### config.mk
export PLATFORM = sky130hd
export DESIGN_NAME = pkt_fifo_regif
export DESIGN_NICKNAME = d
export VERILOG_FILES = /design/src/rtl/pkt_fifo_pkg.sv /design/src/rtl/pkt_sync_fifo.sv /design/src/rtl/pkt_apb_regs.sv /design/src/rtl/pkt_serializer.sv /design/src/rtl/pkt_fifo_regif.sv
export SDC_FILE = /design/constraint.sdc
export NUM_CORES = 2
export LEC_CHECK = 0
export BUFFER_PORTS_ARGS = -buffer_cell sky130_fd_sc_hd__buf_4
export CORE_MARGIN = 5
export CORE_UTILIZATION = 50
export CTS_BUF_LIST = sky130_fd_sc_hd__clkbuf_4
export DETAILED_ROUTE_END_ITERATION = 8
export PLACE_DENSITY = 0.65
export REMOVE_ABC_BUFFERS = 1
export SYNTH_ARGS = -nofsm -noshare
export SYNTH_HDL_FRONTEND = slang
export SYNTH_HIERARCHICAL = 1
export SYNTH_SLANG_ARGS = --single-unit
export TNS_END_PERCENT = 20
### constraint.sdc
create_clock -name clk -period 9.8 [get_ports clk]
set_clock_uncertainty 0.1 [all_clocks]
set_input_delay 2.94 -clock clk [delete_from_list [all_inputs] [get_ports clk]]
set_output_delay 2.94 -clock clk [all_outputs]
set_load 0.02 [all_outputs]
### src/rtl/pkt_fifo_pkg.sv
package pkt_fifo_pkg;
  localparam logic [3:0] OFF_PAYLOAD = 4'h0;
  localparam logic [3:0] OFF_HEADER  = 4'h4;
  localparam logic [3:0] OFF_STATUS  = 4'h8;
  localparam int HDR_W = 24;

  typedef enum logic [1:0] {S_IDLE = 2'd0, S_HDR = 2'd1, S_PAY = 2'd2} ser_state_t;

  function automatic logic is_long(input logic [5:0] dt);
    return dt[5] & dt[3];
  endfunction
endpackage

### src/rtl/pkt_sync_fifo.sv
module pkt_sync_fifo #(
  parameter int W     = 32,
  parameter int DEPTH = 64
) (
  input  logic                       clk,
  input  logic                       rst_n,
  input  logic                       push,
  input  logic [W-1:0]               wdata,
  input  logic                       pop,
  output logic [W-1:0]               rdata,
  output logic                       empty,
  output logic                       full,
  output logic [$clog2(DEPTH):0]     count
);
  localparam int PW = $clog2(DEPTH);

  logic [W-1:0]  mem [DEPTH];
  logic [PW-1:0] wptr_q, wptr_d, rptr_q, rptr_d;
  logic [PW:0]   cnt_q, cnt_d;
  logic          do_push, do_pop;

  assign empty   = (cnt_q == '0);
  assign full    = (cnt_q == (PW+1)'(DEPTH));
  assign count   = cnt_q;
  assign rdata   = mem[rptr_q];
  assign do_push = push & ~full;
  assign do_pop  = pop & ~empty;

  always_comb begin
    wptr_d = wptr_q;
    rptr_d = rptr_q;
    cnt_d  = cnt_q;
    if (do_push) wptr_d = wptr_q + 1'b1;
    if (do_pop)  rptr_d = rptr_q + 1'b1;
    case ({do_push, do_pop})
      2'b10:   cnt_d = cnt_q + 1'b1;
      2'b01:   cnt_d = cnt_q - 1'b1;
      default: cnt_d = cnt_q;
    endcase
  end

  always_ff @(posedge clk or negedge rst_n) begin
    if (!rst_n) begin
      wptr_q <= '0;
      rptr_q <= '0;
      cnt_q  <= '0;
    end else begin
      wptr_q <= wptr_d;
      rptr_q <= rptr_d;
      cnt_q  <= cnt_d;
    end
  end

  always_ff @(posedge clk) begin
    if (do_push) mem[wptr_q] <= wdata;
  end
endmodule

### src/rtl/pkt_apb_regs.sv
module pkt_apb_regs
  import pkt_fifo_pkg::*;
#(
  parameter int AW = 4
) (
  input  logic          psel,
  input  logic          penable,
  input  logic          pwrite,
  input  logic [AW-1:0] paddr,
  input  logic [31:0]   pwdata,
  output logic [31:0]   prdata,
  output logic          pready,
  input  logic          pay_empty,
  input  logic          pay_full,
  input  logic          cmd_empty,
  input  logic          cmd_full,
  output logic          pay_push,
  output logic [31:0]   pay_wdata,
  output logic          cmd_push,
  output logic [HDR_W-1:0] cmd_wdata
);
  logic wr_acc, sel_pay, sel_cmd, sel_stat, blocked;

  assign sel_pay  = (paddr == AW'(OFF_PAYLOAD));
  assign sel_cmd  = (paddr == AW'(OFF_HEADER));
  assign sel_stat = (paddr == AW'(OFF_STATUS));
  assign wr_acc   = psel & penable & pwrite;
  assign blocked  = (sel_pay & pay_full) | (sel_cmd & cmd_full);

  assign pready    = ~(wr_acc & blocked);
  assign pay_push  = wr_acc & sel_pay & ~pay_full;
  assign cmd_push  = wr_acc & sel_cmd & ~cmd_full;
  assign pay_wdata = pwdata;
  assign cmd_wdata = pwdata[HDR_W-1:0];

  always_comb begin
    prdata = '0;
    if (psel && !pwrite && sel_stat)
      prdata = {28'd0, cmd_full, cmd_empty, pay_full, pay_empty};
  end
endmodule

### src/rtl/pkt_serializer.sv
module pkt_serializer
  import pkt_fifo_pkg::*;
#(
  parameter int CW = 7
) (
  input  logic             clk,
  input  logic             rst_n,
  input  logic             cmd_empty,
  input  logic [HDR_W-1:0] cmd_head,
  output logic             cmd_pop,
  input  logic [31:0]      pay_head,
  input  logic [CW-1:0]    pay_count,
  output logic             pay_pop,
  output logic [7:0]       tx_data,
  output logic             tx_valid,
  input  logic             tx_ready,
  output logic             tx_sop,
  output logic             tx_eop
);
  ser_state_t       st_q, st_d;
  logic [HDR_W-1:0] hdr_q, hdr_d;
  logic [1:0]       hidx_q, hidx_d;
  logic [15:0]      left_q, left_d;
  logic [1:0]       lane_q, lane_d;

  logic [15:0] head_wc;
  logic [16:0] need_words;
  logic        head_ready, fire, has_pay, last_hdr;

  assign head_wc    = cmd_head[23:8];
  assign need_words = ({1'b0, head_wc} + 17'd3) >> 2;
  assign head_ready = ~cmd_empty &
                      (~is_long(cmd_head[5:0]) | ({{(17-CW){1'b0}}, pay_count} >= need_words));
  assign has_pay    = is_long(hdr_q[5:0]) & (hdr_q[23:8] != 16'd0);
  assign last_hdr   = (hidx_q == 2'd2);
  assign tx_valid   = (st_q != S_IDLE);
  assign fire       = tx_valid & tx_ready;
  assign tx_sop     = (st_q == S_HDR) & (hidx_q == 2'd0);

  always_comb begin
    tx_data = 8'd0;
    tx_eop  = 1'b0;
    if (st_q == S_HDR) begin
      case (hidx_q)
        2'd0:    tx_data = hdr_q[7:0];
        2'd1:    tx_data = hdr_q[15:8];
        default: tx_data = hdr_q[23:16];
      endcase
      tx_eop = last_hdr & ~has_pay;
    end else if (st_q == S_PAY) begin
      tx_data = pay_head[8*lane_q +: 8];
      tx_eop  = (left_q == 16'd1);
    end
  end

  always_comb begin
    st_d    = st_q;
    hdr_d   = hdr_q;
    hidx_d  = hidx_q;
    left_d  = left_q;
    lane_d  = lane_q;
    cmd_pop = 1'b0;
    pay_pop = 1'b0;
    case (st_q)
      S_IDLE: begin
        if (head_ready) begin
          cmd_pop = 1'b1;
          hdr_d   = cmd_head;
          hidx_d  = 2'd0;
          st_d    = S_HDR;
        end
      end
      S_HDR: begin
        if (fire) begin
          if (last_hdr) begin
            left_d = hdr_q[23:8];
            lane_d = 2'd0;
            st_d   = has_pay ? S_PAY : S_IDLE;
          end else begin
            hidx_d = hidx_q + 2'd1;
          end
        end
      end
      S_PAY: begin
        if (fire) begin
          left_d = left_q - 16'd1;
          lane_d = lane_q + 2'd1;
          if (lane_q == 2'd3 || left_q == 16'd1) pay_pop = 1'b1;
          if (left_q == 16'd1) st_d = S_IDLE;
        end
      end
      default: st_d = S_IDLE;
    endcase
  end

  always_ff @(posedge clk or negedge rst_n) begin
    if (!rst_n) begin
      st_q   <= S_IDLE;
      hdr_q  <= '0;
      hidx_q <= '0;
      left_q <= '0;
      lane_q <= '0;
    end else begin
      st_q   <= st_d;
      hdr_q  <= hdr_d;
      hidx_q <= hidx_d;
      left_q <= left_d;
      lane_q <= lane_d;
    end
  end
endmodule

### src/rtl/pkt_fifo_regif.sv
module pkt_fifo_regif
  import pkt_fifo_pkg::*;
#(
  parameter int AW        = 4,
  parameter int PAY_DEPTH = 64,
  parameter int CMD_DEPTH = 8
) (
  input  logic          clk,
  input  logic          rst_n,
  input  logic          psel,
  input  logic          penable,
  input  logic          pwrite,
  input  logic [AW-1:0] paddr,
  input  logic [31:0]   pwdata,
  output logic [31:0]   prdata,
  output logic          pready,
  output logic [7:0]    tx_data,
  output logic          tx_valid,
  input  logic          tx_ready,
  output logic          tx_sop,
  output logic          tx_eop
);
  localparam int PCW = $clog2(PAY_DEPTH) + 1;
  localparam int CCW = $clog2(CMD_DEPTH) + 1;

  logic [1:0]       rst_sync_q;
  logic             rst_n_int;
  logic             pay_push, pay_pop, pay_empty, pay_full;
  logic             cmd_push, cmd_pop, cmd_empty, cmd_full;
  logic [31:0]      pay_wdata, pay_head;
  logic [HDR_W-1:0] cmd_wdata, cmd_head;
  logic [PCW-1:0]   pay_count;
  logic [CCW-1:0]   cmd_count;

  always_ff @(posedge clk or negedge rst_n) begin
    if (!rst_n) rst_sync_q <= 2'b00;
    else        rst_sync_q <= {rst_sync_q[0], 1'b1};
  end
  assign rst_n_int = rst_sync_q[1];

  pkt_apb_regs #(.AW(AW)) u_regs (
    .psel(psel), .penable(penable), .pwrite(pwrite), .paddr(paddr),
    .pwdata(pwdata), .prdata(prdata), .pready(pready),
    .pay_empty(pay_empty), .pay_full(pay_full),
    .cmd_empty(cmd_empty), .cmd_full(cmd_full),
    .pay_push(pay_push), .pay_wdata(pay_wdata),
    .cmd_push(cmd_push), .cmd_wdata(cmd_wdata)
  );

  pkt_sync_fifo #(.W(32), .DEPTH(PAY_DEPTH)) u_pay_q (
    .clk(clk), .rst_n(rst_n_int), .push(pay_push), .wdata(pay_wdata),
    .pop(pay_pop), .rdata(pay_head), .empty(pay_empty), .full(pay_full),
    .count(pay_count)
  );

  pkt_sync_fifo #(.W(HDR_W), .DEPTH(CMD_DEPTH)) u_cmd_q (
    .clk(clk), .rst_n(rst_n_int), .push(cmd_push), .wdata(cmd_wdata),
    .pop(cmd_pop), .rdata(cmd_head), .empty(cmd_empty), .full(cmd_full),
    .count(cmd_count)
  );

  pkt_serializer #(.CW(PCW)) u_ser (
    .clk(clk), .rst_n(rst_n_int),
    .cmd_empty(cmd_empty), .cmd_head(cmd_head), .cmd_pop(cmd_pop),
    .pay_head(pay_head), .pay_count(pay_count), .pay_pop(pay_pop),
    .tx_data(tx_data), .tx_valid(tx_valid), .tx_ready(tx_ready),
    .tx_sop(tx_sop), .tx_eop(tx_eop)
  );

  logic unused_cnt;
  assign unused_cnt = ^cmd_count;
endmodule

==> impl_metrics.yaml <==
timing:
  hold_slack_ps: 257
  rsz0062_at_grt: "false"
  setup-tns-final_ps: 0
  final_number_of_max_transition_violations: 0
  max_slew_margin: 0.0621
  layout_worst_path_cycle_share: 0.966
  tightestPinTransition_ps: 1390
  report.final.setup_viol: 0
  upper_clock_frequency_limit_mhz: 106
  timing_hold_violations_final: 0
  post-route-worst-setup-slack_ps: 329
  timing.final.crit_period_ps: 9470
worst_setup_path:
  critical_path_required_ps: 6760
  delay_contributed_by_the_slowest_stage_of_the_critical_path_ps: 770
  path_delay_family: "simple AND/OR/NAND/NOR gates"
  timing.critical_path.depth: 11
  worst_r2r_endpoint: "u_cmd_q/count[3]"
  worst_setup_path_endpoint: "tx_data[0]"
  critPathLaunchType: "flop"
  cp_common_cell: "nand2_1"
  reg2reg_from: "u_cmd_q/rptr_q[0]"
  timing.reg2reg.worst_path_depth: 20
  worst_path_arrival_time_ps: 6430
  worst-path-buf-inv: 2
  crit_start: "u_pay_q/rptr_q[0]"
  crit_fanout: 44
  worstPathCellList: "buf_12, nor2_1, nand2_1, o221a_2, a31oi_1, a22oi_1, nand2_1, mux4_2, nand2_1, o21ai_0, buf_4"
  critical_path.endpoint_type: "primary output"
  critical_path.slowest_cell: "dfrtp_4"
  criticalPathCategory: "flop to primary output"
  worst-r2r-setup-slack_ps: 3060
placed_design:
  place_congestion: 0.879
  place_area_sq_um: 94700
  detailedPlacementHpwl_mm: 130
  place.port_buffers: 57
  pre_cts_slack_ps: 1760
global_routing:
  grt_max_degree: 110
  grt_util_met3: 0.0564
  gr-max-usage-layer: "met2"
  grt_first_pass_wirelength_mm: 338
  grt_use_met2: 0.378
  grtUsageMet1: 0.348
  gr-usage-all-layers: 0.247
  grt_antenna_before_repair: 14
  first_global_vias: 47800
  grt.overflow.total: 0
synthesis:
  ys_seq_area_frac: 0.758
  synth_cells: 4332
  syn_area_cell_sq_um: 21.1
  synth-warning-count: 6
  post_synth_main_area_contributors: "edfxtp_1 74%, mux4_2 13%, mux2i_1 2.5%"
  synth-main-ff-cell: "edfxtp_1"
  count_of_flip_flops_with_a_built_in_enable_after_synthesis: 2240
  post-synth-top-area-fraction: 0.737
  synth_seq_cells: 2317
  postSynth.asyncResetShare: 0.0332
  netlist_area_sq_um: 91200
  synth_top_cell_by_area: "edfxtp_1"
  synth_cell_types: 91
  yosys.cell_count.top_type: "edfxtp_1"
  synth_commonest_cells: "2240 x edfxtp_1, 532 x mux4_2, 224 x mux2i_1, 147 x nand2_1, 120 x buf_4"
die:
  dieArea_sq_um: 191000
  rows: 156
  core_area_sq_um: 181000
  initial_cell_density_of_the_core: 0.504
  die-height_um: 437
  ioPinCount: 86
  die_w_um: 437
route:
  final_antenna_net_count: 0
  route.vias.total: 47300
  avgViaCountPerCell: 6.21
  drt_first_iter_violations: 5332
  detail_route.first_pass.iterations: 6
  number_of_design_rule_violations_left_after_detail_routing: 0
  route.final.wire_length_mm: 236
  post_drt_wl_per_cell_um: 31.0
final_layout:
  area.sequential_sq_um: 69200
  area_growth_syn_to_fin_pct: 11.6
  final_core_utilization: 0.562
  post-route-cell-area_sq_um: 102000
  multi_input_gate_area_sq_um: 20700
  filler_cell_count: 13700
  finish.net_count: 4926
  drive_above_1_share: 0.342
clock_tree:
  cts_hold_repair.buffers: 0
  clk-insertion-delay-late_ps: 1380
  cts_root_buffer: "clkbuf_4"
  tritoncts_num_sinks: 2317
  clk_path_buf_depth: 4
  postCtsSetupBuffers: 0
  post_cts_resized: 0
  clock_tree_from_tritoncts: "done"
  htree_levels: 6
  cts-buffers-inserted: 601
  cts.reportedPaths.clkPinSlew_ps: 60
power:
  combinational_cell_fraction_of_total_power: 0.094
  power.switching_mw: 5.05
  clk_pwr_share: 0.375
  p_int_mw: 16.1
  ir_drop_uv: 185
  power.leakage_nw: 33.4
  seq_power_share: 0.531
  switch_share: 0.239
  power_density_nw_per_um2: 207
status:
  outcome: "finished clean"
run:
  max_cap_viol_count: 0
worst_hold_path:
  hold_path.class: "flop to flop"
[cells in the final DEF, fill, tap and decap left out, types with 30 or more instances in the layout]
cell      count
o21ai_0      85
edfxtp_1   2240
mux2i_1     224
a21oi_1      82
nand3_1      41
nand2_1     147
clkinv_1     84
clkbuf_4    862
a22oi_1      47
dfrtp_1      69
buf_4       186
mux4_2      532
nor2_4       65
nor2_1       41
inv_1        30
[worst register-to-register path, delay by kind of cell (launching register included)]
family | cells | cell delay [ps]
fa+ha+maj | 3 | 960
mux | 2 | 880
xor+xnor | 1 | 60
compound gates | 7 | 1760
flops | 1 | 840
buf+inv | 3 | 1040
simple gates | 4 | 960
[layout make-up]
| cell class | instances | share of cell area |
|---|---|---|
| well taps | 2370 | 0.0291 |
| clock buffers | 862 | 0.0635 |
| inverters | 34 | 0.00130 |
| clock inverters | 111 | 0.00635 |
| multi-input cells | 1702 | 0.204 |
| repair buffers | 200 | 0.0162 |
| flip-flops and latches | 2317 | 0.680 |
| diodes | 16 | 0.000393 |
[sequential cells by signal, indices dropped and copies added, names as in the netlist]
signal	cells
u_ser/st_q	2
u_ser/left_q	16
rst_sync_q	2
u_ser/hdr_q	24
u_cmd_q/wptr_q	3
u_cmd_q/count	4
u_pay_q/mem	2048
u_pay_q/rptr_q	6
u_cmd_q/mem	192
u_pay_q/wptr_q	6
u_ser/lane_q	2
u_cmd_q/rptr_q	3
u_pay_q/count	7
u_ser/hidx_q	2
[kinds of logic (layout without fill, tap and decap cells)]
logic type | Yosys count | in the layout | share of synthesized area
DFF | 2317 | 2317 | 0.758
muxes | 809 | 809 | 0.163
and+or+nand+nor | 420 | 420 | 0.0216
AOI/OAI and AO/OA | 389 | 389 | 0.0284
buffers and inverters | 340 | 1207 | 0.0215
adders and majority gates | 28 | 28 | 0.00400
xor gates and xnor gates | 27 | 27 | 0.00259
other | 2 | 45 | 0.0000823
[power by group through the flow]
| stage | Sequential (mW) | Clock, mW | Combinational, mW |
|---|---|---|---|
| 2_1_floorplan | 11.4 | 0 | 1.52 |
| 3_3_place_gp | 11.4 | 0 | 1.95 |
| 3_5_place_dp | 11.4 | 0 | 1.99 |
| 4_1_cts | 11.2 | 8.14 | 1.99 |
| 5_1_grt | 11.2 | 8.69 | 2.12 |
| 6_report | 11.2 | 7.92 | 1.98 |
[metal layers]
metal	vias to the layer above	wire, um
met1	24900	93100
li1	19300	-
met2	2629	111000
met5	-	29
met4	4	8160
met3	407	23900
[worst min-delay path by stage]
stage | from | endpoint | slack [ps] | depth (start not counted)
floorplan | rst_sync_q[0] | rst_sync_q[1] | 230 | 0
global placement | rst_sync_q[0] | rst_sync_q[1] | 240 | 0
detailed placement | rst_sync_q[0] | rst_sync_q[1] | 240 | 0
CTS | rst_sync_q[0] | rst_sync_q[1] | 260 | 0
global route | rst_sync_q[0] | rst_sync_q[1] | 270 | 0
finish | rst_sync_q[0] | rst_sync_q[1] | 260 | 0
[through the flow]
stage	total power, mW	std cells
6_report	21.1	7612
3_3_place_gp	13.4	6621
3_5_place_dp	13.4	6623
2_1_floorplan	13.0	4053
4_1_cts	21.4	7596
5_1_grt	22.1	7603
Note: power is estimated with default switching activity, not from simulation.
